<file path="src/rtl/dcp_pkg.sv">
package dcp_pkg;
  typedef enum logic {
    SES_SERIAL   = 1'b0,
    SES_PARALLEL = 1'b1
  } ses_mode_t;
endpackage

</file>
<file path="src/rtl/dcp_sync.sv">
module dcp_sync #(
  parameter int W      = 12,
  parameter int STAGES = 2
) (
  input  logic         clk,
  input  logic         rst,
  input  logic [W-1:0] din,
  output logic [W-1:0] dout
);
  logic [W-1:0] stg [STAGES];

  generate
    for (genvar i = 0; i < STAGES; i++) begin : g_stage
      if (i == 0) begin : g_first
        always_ff @(posedge clk) begin
          if (rst) stg[i] <= '0;
          else     stg[i] <= din;
        end
      end else begin : g_next
        always_ff @(posedge clk) begin
          if (rst) stg[i] <= '0;
          else     stg[i] <= stg[i-1];
        end
      end
    end
  endgenerate

  assign dout = stg[STAGES-1];
endmodule

</file>
<file path="src/rtl/dcp_edge.sv">
module dcp_edge #(
  parameter bit RISING = 1'b1
) (
  input  logic clk,
  input  logic rst,
  input  logic lvl,
  output logic pulse
);
  logic prev_q;

  always_ff @(posedge clk) begin
    if (rst) prev_q <= 1'b0;
    else     prev_q <= lvl;
  end

  generate
    if (RISING) begin : g_rise
      assign pulse = lvl & ~prev_q;
    end else begin : g_fall
      assign pulse = ~lvl & prev_q;
    end
  endgenerate
endmodule

</file>
<file path="src/rtl/dcp_shreg.sv">
module dcp_shreg #(
  parameter int W = 8
) (
  input  logic         clk,
  input  logic         rst,
  input  logic         shift_en,
  input  logic         din,
  output logic [W-1:0] q
);
  always_ff @(posedge clk) begin
    if (rst)           q <= '0;
    else if (shift_en) q <= {q[W-2:0], din};
  end

  AST_SHIFT_HOLD: assert property (@(posedge clk) disable iff (rst)
    !shift_en |=> $stable(q));
  AST_SHIFT_LSB_IN: assert property (@(posedge clk) disable iff (rst)
    shift_en |=> (q[0] == $past(din) && q[W-1:1] == $past(q[W-2:0])));
endmodule

</file>
<file path="src/rtl/dly_code_prog.sv">
module dly_code_prog #(
  parameter int CODE_W      = 8,
  parameter int SYNC_STAGES = 2
) (
  input  logic              clk,
  input  logic              rst,
  input  logic              mode_par,
  input  logic              addr_en,
  input  logic [CODE_W-1:0] par_code,
  input  logic              sclk,
  input  logic              sdata_in,
  output logic              sdata_out,
  output logic              sdata_oe,
  output logic [CODE_W-1:0] code_out
);
  import dcp_pkg::*;

  localparam int BUS_W  = CODE_W + 4;
  localparam int B_MD   = CODE_W + 3;
  localparam int B_AE   = CODE_W + 2;
  localparam int B_SC   = CODE_W + 1;
  localparam int B_SI   = CODE_W;

  logic [BUS_W-1:0]  bus_raw, bus_s;
  logic              md_s, ae_s, sc_s, si_s;
  logic [CODE_W-1:0] par_s;
  logic              ae_rise, ae_fall, sc_rise;
  ses_mode_t         ses_q, ses_eff;
  logic              shift_en;
  logic [CODE_W-1:0] sreg;
  logic [CODE_W-1:0] code_q;
  logic              oe_q;

  assign bus_raw = {mode_par, addr_en, sclk, sdata_in, par_code};

  dcp_sync #(.W(BUS_W), .STAGES(SYNC_STAGES)) u_sync (
    .clk (clk), .rst (rst), .din (bus_raw), .dout (bus_s)
  );

  assign md_s  = bus_s[B_MD];
  assign ae_s  = bus_s[B_AE];
  assign sc_s  = bus_s[B_SC];
  assign si_s  = bus_s[B_SI];
  assign par_s = bus_s[CODE_W-1:0];

  dcp_edge #(.RISING(1'b1)) u_ae_rise (.clk(clk), .rst(rst), .lvl(ae_s), .pulse(ae_rise));
  dcp_edge #(.RISING(1'b0)) u_ae_fall (.clk(clk), .rst(rst), .lvl(ae_s), .pulse(ae_fall));
  dcp_edge #(.RISING(1'b1)) u_sc_rise (.clk(clk), .rst(rst), .lvl(sc_s), .pulse(sc_rise));

  // session mode is taken when the enable rises
  assign ses_eff = ae_rise ? ses_mode_t'(md_s) : ses_q;

  always_ff @(posedge clk) begin
    if (rst)          ses_q <= SES_SERIAL;
    else if (ae_rise) ses_q <= ses_mode_t'(md_s);
  end

  assign shift_en = ae_s & (ses_eff == SES_SERIAL) & sc_rise;

  dcp_shreg #(.W(CODE_W)) u_shreg (
    .clk (clk), .rst (rst), .shift_en (shift_en), .din (si_s), .q (sreg)
  );

  always_ff @(posedge clk) begin
    if (rst) begin
      code_q <= '0;
    end else if (ae_fall) begin
      code_q <= (ses_q == SES_PARALLEL) ? par_s : sreg;
    end else if (ae_s && ses_eff == SES_PARALLEL && md_s) begin
      code_q <= par_s;
    end
  end

  always_ff @(posedge clk) begin
    if (rst) oe_q <= 1'b0;
    else     oe_q <= ae_s & (ses_eff == SES_SERIAL);
  end

  assign code_out  = code_q;
  assign sdata_oe  = oe_q;
  assign sdata_out = sreg[CODE_W-1];

  AST_RESET_CLEAR: assert property (@(posedge clk)
    rst |=> (code_out == '0 && !sdata_oe));
  AST_PAR_COMMIT: assert property (@(posedge clk) disable iff (rst)
    (ae_fall && ses_q == SES_PARALLEL) |=> (code_out == $past(par_s)));
  AST_SERIAL_HOLD: assert property (@(posedge clk) disable iff (rst)
    (ae_s && !ae_rise && ses_q == SES_SERIAL) |=> $stable(code_out));
  AST_OE_IDLE: assert property (@(posedge clk) disable iff (rst)
    !ae_s |=> !sdata_oe);
  AST_MODE_FREEZE: assert property (@(posedge clk) disable iff (rst)
    (ae_s && !ae_rise && ses_q == SES_PARALLEL && !md_s) |=> $stable(code_out));
endmodule

</file>
<file path="config.mk">
export PLATFORM = sky130hd
export DESIGN_NAME = dly_code_prog
export DESIGN_NICKNAME = d
export VERILOG_FILES = /design/src/rtl/dcp_pkg.sv /design/src/rtl/dcp_sync.sv /design/src/rtl/dcp_edge.sv /design/src/rtl/dcp_shreg.sv /design/src/rtl/dly_code_prog.sv
export SDC_FILE = /design/constraint.sdc
export NUM_CORES = 1
export LEC_CHECK = 0
export ABC_CLOCK_PERIOD_IN_PS = 1700
export BUFFER_PORTS_ARGS = -buffer_cell sky130_fd_sc_hd__buf_2
export CAP_MARGIN = 20
export CORE_MARGIN = 5
export CORE_UTILIZATION = 37
export CTS_BUF_LIST = sky130_fd_sc_hd__clkbuf_8
export CTS_CLUSTER_SIZE = 28
export DETAILED_ROUTE_END_ITERATION = 7
export PLACE_DENSITY = 0.52
export SYNTH_ARGS = -nofsm -noshare
export SYNTH_HDL_FRONTEND = slang
export SYNTH_SLANG_ARGS = --single-unit
</file>
<file path="constraint.sdc">
create_clock -name clk -period 1.7 [get_ports clk]
set_input_delay 0 -clock clk [delete_from_list [all_inputs] [get_ports clk]]
set_output_delay 0 -clock clk [all_outputs]
set_load 0.01 [all_outputs]
</file>
# [Word level (Yosys, flattened, before mapping)]
# Memory sizes are Yosys's and may differ from the RTL's.
# Cells that the tools add are included.
# W data, S select, Z words.
[word_totals] regBits=20 mem_bits_rw=24 in_bits=14 out_inout_bits=10 mem_count=1
[classes] mux=9 bitwise=11 n_reduce_logical=3
[memory_table] name="u_sync.stg" depth=2 width=12 read_ports=2 rd_ports_with_merged_regs=0 wr=2 line="dcp_sync.sv:10" source="logic [W-1:0] stg [STAGES];"
[ops] cell="$mux W12" count=2
[ops] cell="$mux W8" count=3
[ops] cell="$and A1 B1 Y1" count=5
[ops] cell="$mux W1" count=4
[ops] cell="$not A1 Y1" count=4
[ops] cell="$logic_and A1 B1 Y1" count=2
[ops] cell="$or A1 B1 Y1" count=2
[ops] cell="$reduce_bool A2 Y1" count=1

# [Logic depth before layout (Yosys ltp)]
[depth] depth_word=7 depth_mapped=4 ltp_nobuf=3

# [By module]
# Synthesis repeated with hierarchy kept, for this count alone.
[unflattened] hier_cells=131 area_unflattened_um2=1584.0
[modules_own_cells] mod="dcp_sync" instances=1 cells_each=50 area_per_inst_um2=693.2 seq_area_each_um2=480.5
[modules_own_cells] mod="dly_code_prog" instances=1 cells_each=46 area_per_inst_um2=475.5 seq_area_each_um2=200.2
[modules_own_cells] mod="dcp_shreg" instances=1 cells_each=26 area_per_inst_um2=285.3 seq_area_each_um2=160.2
[modules_own_cells] mod="dcp_edge at u_ae_rise ..." instances=2 cells_each=3 area_per_inst_um2=47.5 seq_area_each_um2=20.0
[modules_own_cells] mod="dcp_edge at u_ae_fall" instances=1 cells_each=3 area_per_inst_um2=35.0 seq_area_each_um2=20.0

# [Worst setup path before layout]
# OpenSTA, ideal clock, no wires.
[synth_timing] path_kind="reg-to-reg" start="register u_ae_fall.prev_q (netlist name)" end="register u_shreg.q[0]" t_arrival_ns=1.109 required_time_ns=1.630 setup_slack_ns=0.520 path_stages_with_launch=4 path_buffers=0 synth_period_minus_slack_ns=1.180 path_cell_list="dfxtp_1 mux2i_1 nand3_1 a21oi_1"
[synth_rtl] item="to (signal assigned)" line="dcp_shreg.sv:12" source="else if (shift_en) q <= {q[W-2:0], din};"
[synth_rtl] item="to (decl)" line="dcp_shreg.sv:8" source="output logic [W-1:0] q"

# [Worst setup path in the final report]
[layout_timing] start="register u_ae_fall.prev_q" end="register code_q[6] (netlist: code_out[6])"
[layout_via] elab_chain_len=6
[layout_rtl] item="from (decl)" line="dcp_edge.sv:9" source="logic prev_q;"
[layout_rtl] item="from (signal assigned)" line="dcp_edge.sv:13" source="else prev_q <= lvl;"
[layout_rtl] item="$not A1 Y1"
[layout_rtl] item="$and A1 B1 Y1"
[layout_rtl] item="$mux W1"
[layout_rtl] item="$logic_and A1 B1 Y1 (2 in series)"
[layout_rtl] item="$reduce_bool A2 Y1 (no source line)"
[layout_rtl] item="to (signal assigned)" line="dly_code_prog.sv:68" source="code_q <= (ses_q == SES_PARALLEL) ? par_s : sreg;"
[layout_rtl] item="to (signal assigned)" line="dly_code_prog.sv:70" source="code_q <= par_s;"
[layout_rtl] item="to (decl)" line="dly_code_prog.sv:31" source="logic [CODE_W-1:0] code_q;"
# Parallel ways exist; a longest one is shown, timed or not.
# A chain may end at the register's enable or synchronous reset.

==> results.yml <==
logic_synthesis:
  synth_fp_nets: 162
  synthesis.area_per_instance_um2: 10.35
  netlist_instances: 148
  synth.distinct_cells: 23
  ys_seq_area_share_pct: 57.52
  synth.ff_latch_count: 44
  ys_warn_count: 0
  mappedNetlistArea_mm2: 0.001531
sta:
  final.min_clock_period_ns: 1.461
  hold_viol: 0
  setup-tns-final_ns: 0
  clock_skew_ns: 0.01307
  drv_slew: 0
  worstMarginPinSlew_ns: 0.6679
  setup_slack_ns: 0.2388
  achievable_freq_mhz: 684.4
  grt_setup_unrepaired: "false"
  final-setup-viol-count: 0
  slew_headroom_pct: 55.38
  layout_worst_path_cycle_share_pct: 85.95
critical_path:
  cp_cell_sequence: "nor2b_1 -> a21o_1 -> a311oi_1"
  cp_slowest_cell: "sky130_fd_sc_hd__nor2b_1"
  slowest_delay_ns: 0.55
  cp-end-kind: "flop"
  worst_path_dominant_cell_family: "simple AND/OR/NAND/NOR gates"
  sum_of_buffers_and_inverters_on_the_critical_path: 0
  crit_fanout: 9
  critPathRequiredTime_ns: 1.87
  crit_path_start_kind: "flop"
  cp.arrival_ns: 1.63
  path_class: "reg -> reg"
floorplanning:
  effective_utilization_at_floorplan_pct: 38.29
  die_h_um: 74.34
  dieWidth_um: 74.34
  floorplan.io_pins: 24
  num_rows: 23
  die-area_mm2: 0.005526
  core_mm2: 0.004000
route:
  post-route-drc-count: 0
  avgViaCountPerCell: 4.725
  wl_per_cell_um: 12.53
  firstDrtPassIters: 4
  totalWireLength_um: 2956
  initialDrtViolationCount: 85
  drt.antenna.violating_nets: 0
  dr_total_vias: 1115
place:
  preCtsSetupSlack_ns: 0.2781
  place_congestion: 0.7504
  estimated_wirelength_of_the_detail_placed_design_um: 2094
  io_buffer_count: 23
power:
  p_leak_nw: 0.7224
  power_density_mw_per_mm2: 968.8
  irDropWorstVdd_uv: 474.4
finish:
  multi_input_logic_area_um2: 596.8
  regArea_um2: 880.8
  num-fill-cells: 393
  insertedDiodeCount: 0
  drive_gt1_share_pct: 20.97
  num-nets-final: 199
  area_growth_syn_to_layout_pct: 23.61
global_route:
  via_count_of_the_first_global_routing_pass: 1049
  grt_remaining_overflow: 0
  global_route_wire_length_before_repair_um: 4864
  grt_start_max_net_pins: 33
  antenna_found_initial: 0
  grt_overall_usage_pct: 11.75
clock_tree:
  ctsRootBufferMaster: "sky130_fd_sc_hd__clkbuf_8"
  cts_tree: "done"
  cts.sinks: 44
  clk_latency_ns: 0.30
  clk_transition_reported_paths_ns: 0.09
  post-cts-setup-buffer-count: 0
  max-clock-path-buffers: 2
  clock_tree.htree_level_count: 2
  cts_buffers: 5
outcome:
  status: "finished clean"
job:
  max_cap_viol_count: 0
hold_path:
  hold_class: "in -> reg"
==> metrics by stage <==
step           cells  hold slack [ns]  util (%)  power, mW  instance area (um^2)
5_1_grt          236          0.03563     47.33      1.920                  1893
2_1_floorplan    148          0.07161         -      1.169                  1531
3_3_place_gp     216           0.2094     42.13      1.206                  1685
6_report         236          0.02440     47.33      1.834                  1893
3_5_place_dp     216           0.2143     42.13      1.210                  1685
4_1_cts          236          0.02617     47.33      1.858                  1893
==> sequential cells by signal, summed over array words and instances (netlist names) <==
name              flops
u_sc_rise.prev_q      1
u_sync.stg           24
ses_q                 1
code_out              8
u_ae_fall.prev_q      1
u_shreg.q             8
sdata_oe              1
==> final timing paths <==
| kind | startpoint | endpoint | slack (ns) | cells past startpoint |
|---|---|---|---|---|
| min reg2reg | u_sync.stg[0][8] | u_sync.stg[1][8] | 0.43 | 1 |
| min | rst | u_sync.stg[0][0] | 0.02 | 2 |
| max | u_ae_fall.prev_q | code_out[6] | 0.24 | 3 |
| max reg2reg | u_ae_fall.prev_q | code_out[6] | 0.24 | 3 |
==> metal layers <==
layer | track usage, % | vias to the layer above | routed length, um
met1 | 14.13 | 492 | 1323
li1 | - | 589 | -
met3 | 4.459 | 6 | 193
met5 | 0 | - | 0
met4 | 3.557 | 0 | 38
met2 | 19.59 | 28 | 1401
==> layout make-up <==
class,instances,area share [%]
Clock buffer,5,3.635
Sequential cell,44,46.53
Clock inverter,3,0.9914
Multi-Input combinational cell,95,31.53
Timing Repair Buffer,39,14.01
Tap cell,50,3.305
==> cells in the final DEF, fill, tap and decap left out, types with 4 or more instances in the layout <==
cell                            synthesis  routed
sky130_fd_sc_hd__a211oi_1               8       8
sky130_fd_sc_hd__clkbuf_8               0       5
sky130_fd_sc_hd__dfxtp_1               44      44
sky130_fd_sc_hd__a21oi_1                8       8
sky130_fd_sc_hd__a311oi_1               8       8
sky130_fd_sc_hd__nand2_1                8       8
sky130_fd_sc_hd__o21ai_0               16      16
sky130_fd_sc_hd__nand3_1                8       8
sky130_fd_sc_hd__dlygate4sd3_1          0      12
sky130_fd_sc_hd__buf_4                  1       4
sky130_fd_sc_hd__nor2b_1               27      27
sky130_fd_sc_hd__buf_2                  0      23
==> report_power, final <==
part           internal [mW]  total [mW]  switching, mW
Sequential              1.07        1.08         0.0123
Clock                  0.286       0.629          0.343
Combinational         0.0682       0.126         0.0582
Total                   1.42        1.83          0.413
==> Yosys cell counts <==
cell type                  number  area, um^2
sky130_fd_sc_hd__mux2i_1        2       20.02
sky130_fd_sc_hd__clkbuf_2       1       5.000
sky130_fd_sc_hd__and3b_1        1       8.760
sky130_fd_sc_hd__dfxtp_1       44       880.8
sky130_fd_sc_hd__nand2_1        8       30.03
sky130_fd_sc_hd__nand3_1        8       40.04
sky130_fd_sc_hd__nor2_1         1       3.750
sky130_fd_sc_hd__mux2_2         1       11.26
sky130_fd_sc_hd__buf_1          1       3.750
sky130_fd_sc_hd__a21o_1         1       7.510
sky130_fd_sc_hd__a311oi_1       8       70.07
sky130_fd_sc_hd__and2_1         2       12.51
sky130_fd_sc_hd__nor2b_1       27       168.9
sky130_fd_sc_hd__buf_6          2       22.52
sky130_fd_sc_hd__and2b_2        1       8.760
sky130_fd_sc_hd__o21ai_0       16       80.08
sky130_fd_sc_hd__a211oi_1       8       60.06
sky130_fd_sc_hd__buf_4          1       7.510
sky130_fd_sc_hd__a21oi_1        8       40.04
sky130_fd_sc_hd__clkbuf_1       4       15.01
sky130_fd_sc_hd__nor3b_4        1       18.77
sky130_fd_sc_hd__nand3b_1       1       7.510
sky130_fd_sc_hd__nand2b_2       1       8.760
==> logic make-up after synthesis <==
| logic type | Yosys count | share of synthesized area, % |
|---|---|---|
| AND/OR/NAND/NOR | 51 | 20.10 |
| flip-flops | 44 | 57.52 |
| AO/OA/AOI/OAI | 41 | 16.83 |
| buffers and inverters | 9 | 3.512 |
| multiplexers | 3 | 2.042 |
==> what timing repair did <==
action                                 CTS  global route
endpoints found under the hold margin   12             0
hold buffers                            12             0
gates resized for setup                  0             0
Power figures use the tool's default switching activity.
